### config.mk
export PLATFORM = sky130hd
export DESIGN_NAME = dest_addr_filter
export DESIGN_NICKNAME = d
export VERILOG_FILES = /design/src/rtl/daf_pkg.sv /design/src/rtl/daf_station_table.sv /design/src/rtl/daf_hash_table.sv /design/src/rtl/daf_verdict.sv /design/src/rtl/dest_addr_filter.sv
export SDC_FILE = /design/constraint.sdc
export NUM_CORES = 1
export LEC_CHECK = 0
export BUFFER_PORTS_ARGS = -buffer_cell sky130_fd_sc_hd__buf_4
export CAP_MARGIN = 20
export CORE_UTILIZATION = 50
export DETAILED_ROUTE_END_ITERATION = 8
export PLACE_DENSITY = 0.68
export SYNTH_ARGS = -nofsm -noshare
export SYNTH_HDL_FRONTEND = slang
export SYNTH_SLANG_ARGS = --single-unit
### constraint.sdc
create_clock -name clk -period 3.9 [get_ports clk]
set_clock_uncertainty 0.15 [all_clocks]
set_input_delay 0.39 -clock clk [delete_from_list [all_inputs] [get_ports clk]]
set_output_delay 0.39 -clock clk [all_outputs]
set_load 0.1 [all_outputs]
### src/rtl/daf_pkg.sv
package daf_pkg;

    localparam int MAC_W     = 48;
    localparam int OCTETS    = MAC_W / 8;
    localparam int HASH_W    = OCTETS;
    localparam int BUCKETS   = 1 << HASH_W;
    localparam int HCTL_EN_B = 8;
    localparam int GROUP_B   = MAC_W - 8;

    typedef logic [MAC_W-1:0]  mac_t;
    typedef logic [HASH_W-1:0] hidx_t;

    // Octet 0 of the address is the most significant byte.
    function automatic mac_t join_words(input logic [31:0] lo, input logic [15:0] hi);
        return {lo[7:0], lo[15:8], lo[23:16], lo[31:24], hi[7:0], hi[15:8]};
    endfunction

    // Bit j of the code is the parity of octet j.
    function automatic hidx_t fold_hash(input mac_t a);
        hidx_t h;
        for (int j = 0; j < HASH_W; j++) begin
            h[j] = ^a[MAC_W-1-8*j -: 8];
        end
        return h;
    endfunction

endpackage

### src/rtl/daf_station_table.sv
module daf_station_table
    import daf_pkg::*;
#(
    parameter int N  = 8,
    parameter int AW = 5
) (
    input  logic          clk,
    input  logic          rst_n,
    input  logic          wr_en,
    input  logic [AW-1:0] wr_idx,
    input  logic [31:0]   wr_data,
    input  mac_t          dst,
    output logic [N-1:0]  hit_o
);

    typedef struct packed {
        logic [N-1:0][31:0] lo;
        logic [N-1:0][15:0] hi;
    } st_t;

    st_t st_d, st_q;

    always_comb begin
        st_d = st_q;
        for (int k = 0; k < N; k++) begin
            if (wr_en && wr_idx == AW'(2 * k)) begin
                st_d.lo[k] = wr_data;
            end
            if (wr_en && wr_idx == AW'(2 * k + 1)) begin
                st_d.hi[k] = wr_data[15:0];
            end
        end
    end

    always_ff @(posedge clk) begin
        if (!rst_n) begin
            st_q <= '0;
        end else begin
            st_q <= st_d;
        end
    end

    for (genvar g = 0; g < N; g++) begin : g_cmp
        mac_t entry;
        assign entry    = join_words(st_q.lo[g], st_q.hi[g]);
        assign hit_o[g] = (|entry) && (entry == dst);
    end

endmodule

### src/rtl/daf_hash_table.sv
module daf_hash_table
    import daf_pkg::*;
#(
    parameter int AW      = 5,
    parameter int CTL_IDX = 16
) (
    input  logic               clk,
    input  logic               rst_n,
    input  logic               wr_en,
    input  logic [AW-1:0]      wr_idx,
    input  logic [31:0]        wr_data,
    input  hidx_t              look_idx,
    output logic               bucket_hit,
    output logic [BUCKETS-1:0] buckets_o
);

    typedef struct packed {
        logic [BUCKETS-1:0] bkt;
    } ht_t;

    ht_t ht_d, ht_q;

    always_comb begin
        ht_d = ht_q;
        if (wr_en && wr_idx == AW'(CTL_IDX)) begin
            ht_d.bkt[wr_data[HASH_W-1:0]] = wr_data[HCTL_EN_B];
        end
    end

    always_ff @(posedge clk) begin
        if (!rst_n) begin
            ht_q <= '0;
        end else begin
            ht_q <= ht_d;
        end
    end

    assign bucket_hit = ht_q.bkt[look_idx];
    assign buckets_o  = ht_q.bkt;

endmodule

### src/rtl/daf_verdict.sv
module daf_verdict #(
    parameter int N = 8
) (
    input  logic         clk,
    input  logic         rst_n,
    input  logic         req_valid,
    input  logic [N-1:0] hit_vec,
    input  logic         is_group,
    input  logic         bucket_hit,
    input  logic         promisc,
    output logic         rsp_valid,
    output logic         rsp_accept
);

    typedef struct packed {
        logic         s1_v;
        logic [N-1:0] s1_hit;
        logic         s1_grp;
        logic         s1_bkt;
        logic         s1_prom;
        logic         s2_v;
        logic         s2_acc;
    } pipe_t;

    pipe_t p_d, p_q;

    always_comb begin
        p_d         = p_q;
        p_d.s1_v    = req_valid;
        p_d.s1_hit  = req_valid ? hit_vec : '0;
        p_d.s1_grp  = req_valid && is_group;
        p_d.s1_bkt  = req_valid && bucket_hit;
        p_d.s1_prom = req_valid && promisc;
        p_d.s2_v    = p_q.s1_v;
        p_d.s2_acc  = p_q.s1_v && (p_q.s1_prom || (|p_q.s1_hit) || (p_q.s1_grp && p_q.s1_bkt));
    end

    always_ff @(posedge clk) begin
        if (!rst_n) begin
            p_q <= '0;
        end else begin
            p_q <= p_d;
        end
    end

    assign rsp_valid  = p_q.s2_v;
    assign rsp_accept = p_q.s2_acc;

endmodule

### src/rtl/dest_addr_filter.sv
module dest_addr_filter
    import daf_pkg::*;
#(
    parameter int N_STATIONS = 8,
    parameter int IDX_W      = 5
) (
    input  logic             clk,
    input  logic             rst_n,
    input  logic             cfg_we,
    input  logic [IDX_W-1:0] cfg_idx,
    input  logic [31:0]      cfg_wdata,
    input  logic             req_valid,
    input  logic [47:0]      req_dst,
    output logic             rsp_valid,
    output logic             rsp_accept
);

    localparam int HASH_IDX = 2 * N_STATIONS;
    localparam int MODE_IDX = 2 * N_STATIONS + 1;

    logic                  prom_d, prom_q;
    logic [N_STATIONS-1:0] hit_vec;
    logic                  bucket_hit;
    logic [BUCKETS-1:0]    buckets;
    hidx_t                 hidx;

    always_comb begin
        prom_d = prom_q;
        if (cfg_we && cfg_idx == IDX_W'(MODE_IDX)) begin
            prom_d = cfg_wdata[0];
        end
    end

    always_ff @(posedge clk) begin
        if (!rst_n) begin
            prom_q <= 1'b0;
        end else begin
            prom_q <= prom_d;
        end
    end

    assign hidx = fold_hash(req_dst);

    daf_station_table #(
        .N  (N_STATIONS),
        .AW (IDX_W)
    ) u_station (
        .clk     (clk),
        .rst_n   (rst_n),
        .wr_en   (cfg_we),
        .wr_idx  (cfg_idx),
        .wr_data (cfg_wdata),
        .dst     (req_dst),
        .hit_o   (hit_vec)
    );

    daf_hash_table #(
        .AW      (IDX_W),
        .CTL_IDX (HASH_IDX)
    ) u_hash (
        .clk        (clk),
        .rst_n      (rst_n),
        .wr_en      (cfg_we),
        .wr_idx     (cfg_idx),
        .wr_data    (cfg_wdata),
        .look_idx   (hidx),
        .bucket_hit (bucket_hit),
        .buckets_o  (buckets)
    );

    daf_verdict #(
        .N (N_STATIONS)
    ) u_verdict (
        .clk        (clk),
        .rst_n      (rst_n),
        .req_valid  (req_valid),
        .hit_vec    (hit_vec),
        .is_group   (req_dst[GROUP_B]),
        .bucket_hit (bucket_hit),
        .promisc    (prom_q),
        .rsp_valid  (rsp_valid),
        .rsp_accept (rsp_accept)
    );

endmodule

==> flow_metrics.tcl <==
set metrics [dict create \
    synth_compound_area_share_pct 16.3 \
    crit_path_max_incr_delay_ns 0.65 \
    worstPathArrival_ns 2.92 \
    slew_headroom_pct 28.7 \
    synth_top_family_by_area "simple AND/OR/NAND/NOR gates" \
    wl_met1_um 37300 \
    synth_nets 3069 \
    yosys.area_share.xor_xnor_pct 14.7 \
    first_global_vias 20700 \
    finalPower_uw 11200 \
    p_per_area_nw_per_um2 420 \
    die_h_um 221 \
    dp.cells 3472 \
    finish.cell_count_without_fillers 3585 \
    cp_cell_sequence "buf_4 > xnor2_1 > xnor2_2 > xnor2_2 > mux4_2 > mux2_2 > nand2_1 > a21oi_1 > o2111a_1" \
    layout_commonest_cell "nand2_1" \
    routed.top_layer "met5" \
    synth_edf_count 0 \
    grt_pass1_wl_um 136000 \
    clk_pin_slew_ns 0.06 \
    dieArea_um2 48700 \
    p_int_uw 8140 \
    num_antenna_cells 0 \
    numCtsBuffers 51 \
    syn-instance-count 2980 \
    antenna_found_initial 1 \
    route.met3.wl_um 11700 \
    gp_congestion 1.01 \
    synthFlopType "dfxtp_1" \
    avgSynthCellArea_um2 8.03 \
    die_w_um 221 \
    final_area_um2 26600 \
    synth_cell_types 57 \
    overflow 0 \
    worstMarginPinSlew_ns 1.07 \
    avgViaCountPerCell 6.23 \
    fin_tns_setup_ns 0 \
    worst-path-max-fanout 9 \
    max_freq_ghz 0.386 \
    ys_seq_elements 463 \
    htreeDepth 2 \
    min_period_over_period_pct 66.4 \
    via_count 22300 \
    required_ns 4.23 \
    rsz0062_at_grt "false" \
    rrSetupSlack_ns 1.56 \
    worstSetupStartpointType "input pin" \
    path_class "in -> reg" \
    worstSetupEndpointType "flop" \
    ctsResizeCount 0 \
    clockBufferDepth 3 \
    cellLeakagePower_uw 0.00898 \
    power_switching_uw 3050 \
    pwr-share-clk_pct 44.5 \
    setup_viol 0 \
    syn_area_um2 23900 \
    cts_tree "built" \
    final_cell_mix "nand2_1, dfxtp_1, a21boi_0, xnor2_1, xor2_1" \
    cts_sinks 463 \
    pre_cts_slack_ns 0.737 \
    grt_util_all_layers_pct 38.7 \
    max-cap-violations 0 \
    cts_setup_buffers 0 \
    synthAdderAreaFrac_pct 0 \
    cpMaxStageDelayCell "xnor2_2" \
    routed_wl_um 95000 \
    swShare_pct 27.3 \
    root_buffer "clkbuf_16" \
    drc 6 \
    slew_viol_final 0 \
    num_rows 79 \
    ant_nets 0 \
    dr.first_iter.drc_count 3153 \
    start_util_pct 51.1 \
    power.share.sequential_pct 42.9 \
    postPlaceCellArea_um2 24700 \
    route.met2.wl_um 39900 \
    yosysWarnings 0 \
    synthSimpleGateAreaFrac_pct 23.5 \
    area_growth_syn_to_layout_pct 11.3 \
    grt_max_degree 236 \
    port_buffers 90 \
    status "finished with violations" \
    setup_slack_ns 1.31 \
    yosysSeqAreaShare_pct 38.8 \
    hpwl_um 59500 \
    drive_gt1_share_pct 8.16 \
    clk_latency_ns 0.63 \
    cpMostUsedCell "xnor2_2" \
    power_frac_comb_pct 12.6 \
    muxShareOfSynthArea_pct 1.96 \
    nNetsFinal 3026 \
    num-fill-cells 4364 \
    dr.pass1.iters 8 \
    violations "DRC" \
    max-vdd-ir-drop_mv 0.302 \
    min_path_type "in -> reg" \
    hold_viol 0 \
    avgRoutedWirePerCell_um 26.5 \
    core-area_um2 46900 \
    min_period_ns 2.59 \
    pin_count 91 \
    async_reset_ff_share_pct 0 \
]
cells by family (layout without fill, tap and decap cells):
logic type | Yosys count | after routing
XOR/XNOR | 395 | 395
buffers and inverters | 272 | 270
AO/OA/AOI/OAI | 529 | 529
flip-flops | 463 | 463
AND/OR/NAND/NOR | 1282 | 1282
multiplexers | 39 | 39
critical path, delay by kind of cell:
family | cells | cell delay (ns)
compound gates | 2 | 0.36
xor+xnor | 3 | 1.04
buf+inv | 1 | 0.18
mux | 2 | 0.87
simple gates | 1 | 0.07
state kept, by name, indices dropped and copies added, names as in the netlist:
| signal | count |
|---|---|
| u_verdict.p_d | 1 |
| prom_q | 1 |
| u_hash.buckets_o | 64 |
| u_verdict.rsp_valid | 1 |
| u_verdict.p_q | 11 |
| u_station.g_cmp.entry | 384 |
| u_verdict.rsp_accept | 1 |
worst paths after layout:
path | startpoint | endpoint | cells after the start
worst max-delay path | req_dst[42] | u_verdict.p_q[3]$_SDFF_PN0_ | 9
worst min-delay path | cfg_wdata[30] | u_station.g_cmp[5].entry[22]$_SDFFE_PN0P_ | 3
worst min register to register | u_hash.buckets_o[33]$_SDFFE_PN0P_ | u_hash.buckets_o[33]$_SDFFE_PN0P_ | 2
worst max register to register | u_station.g_cmp[5].entry[3]$_SDFFE_PN0P_ | u_verdict.p_q[10]$_SDFF_PN0_ | 6
timing repair:
action	4_1_cts	5_1_grt
hold buffers	14	0
setup endpoints to repair	0	0
endpoints found under the hold margin	67	0
cell type report:
cell class / instances / area (µm²) / area share [%]
Sequential cell: 463 / 9270 / 34.8
Tap cell: 607 / 759 / 2.85
Clock inverter: 18 / 183 / 0.686
Clock buffer: 76 / 1520 / 5.72
Inverter: 30 / 113 / 0.423
Timing Repair Buffer: 146 / 1220 / 4.59
Multi-Input combinational cell: 2245 / 13600 / 50.9
power by group through the flow:
| stage | clock [µW] | combinational, µW | sequential [µW] |
|---|---|---|---|
| final | 4980 | 1420 | 4800 |
| after global placement | 0 | 1330 | 4900 |
| after detailed placement | 0 | 1340 | 4900 |
| after floorplan | 0 | 843 | 4890 |
| after global routing | 5180 | 1440 | 4800 |
| after CTS | 4990 | 1360 | 4800 |
through the flow:
| stage | util, % | hold WS [ns] |
|---|---|---|
| finish | 56.8 | 0.0311 |
| global route | 56.8 | 0.0211 |
| CTS | 56.6 | 0.00572 |
| detailed placement | 52.6 | 0.316 |
| global placement | 52.6 | 0.302 |
| floorplan | - | 0.258 |
layer usage:
layer  GRT usage (%)  up-vias
li1                -     9887
met1            50.9    10700
met2            57.7     1415
met3            9.13      344
met4            22.1        2
met5               0        -
cells in the mapped netlist (all sizes together), types with 6 or more instances:
| cell | number | area (µm²) |
|---|---|---|
| nor4 | 150 | 938 |
| o21ai | 32 | 160 |
| xnor2 | 234 | 2090 |
| a22oi | 7 | 52.6 |
| nor2 | 55 | 206 |
| nor3 | 18 | 95.1 |
| clkbuf | 203 | 786 |
| nor2b | 6 | 37.5 |
| buf | 39 | 240 |
| mux2i | 31 | 310 |
| nand2 | 888 | 3330 |
| nand3 | 50 | 250 |
| inv | 30 | 113 |
| nor3b | 6 | 60.1 |
| a21boi | 448 | 3360 |
| nand4 | 81 | 507 |
| xor2 | 161 | 1430 |
| o22ai | 9 | 56.3 |
| a221oi | 8 | 70.1 |
| and3 | 6 | 37.5 |
| dfxtp | 463 | 9270 |
Note: power is estimated with default switching activity, not from simulation.
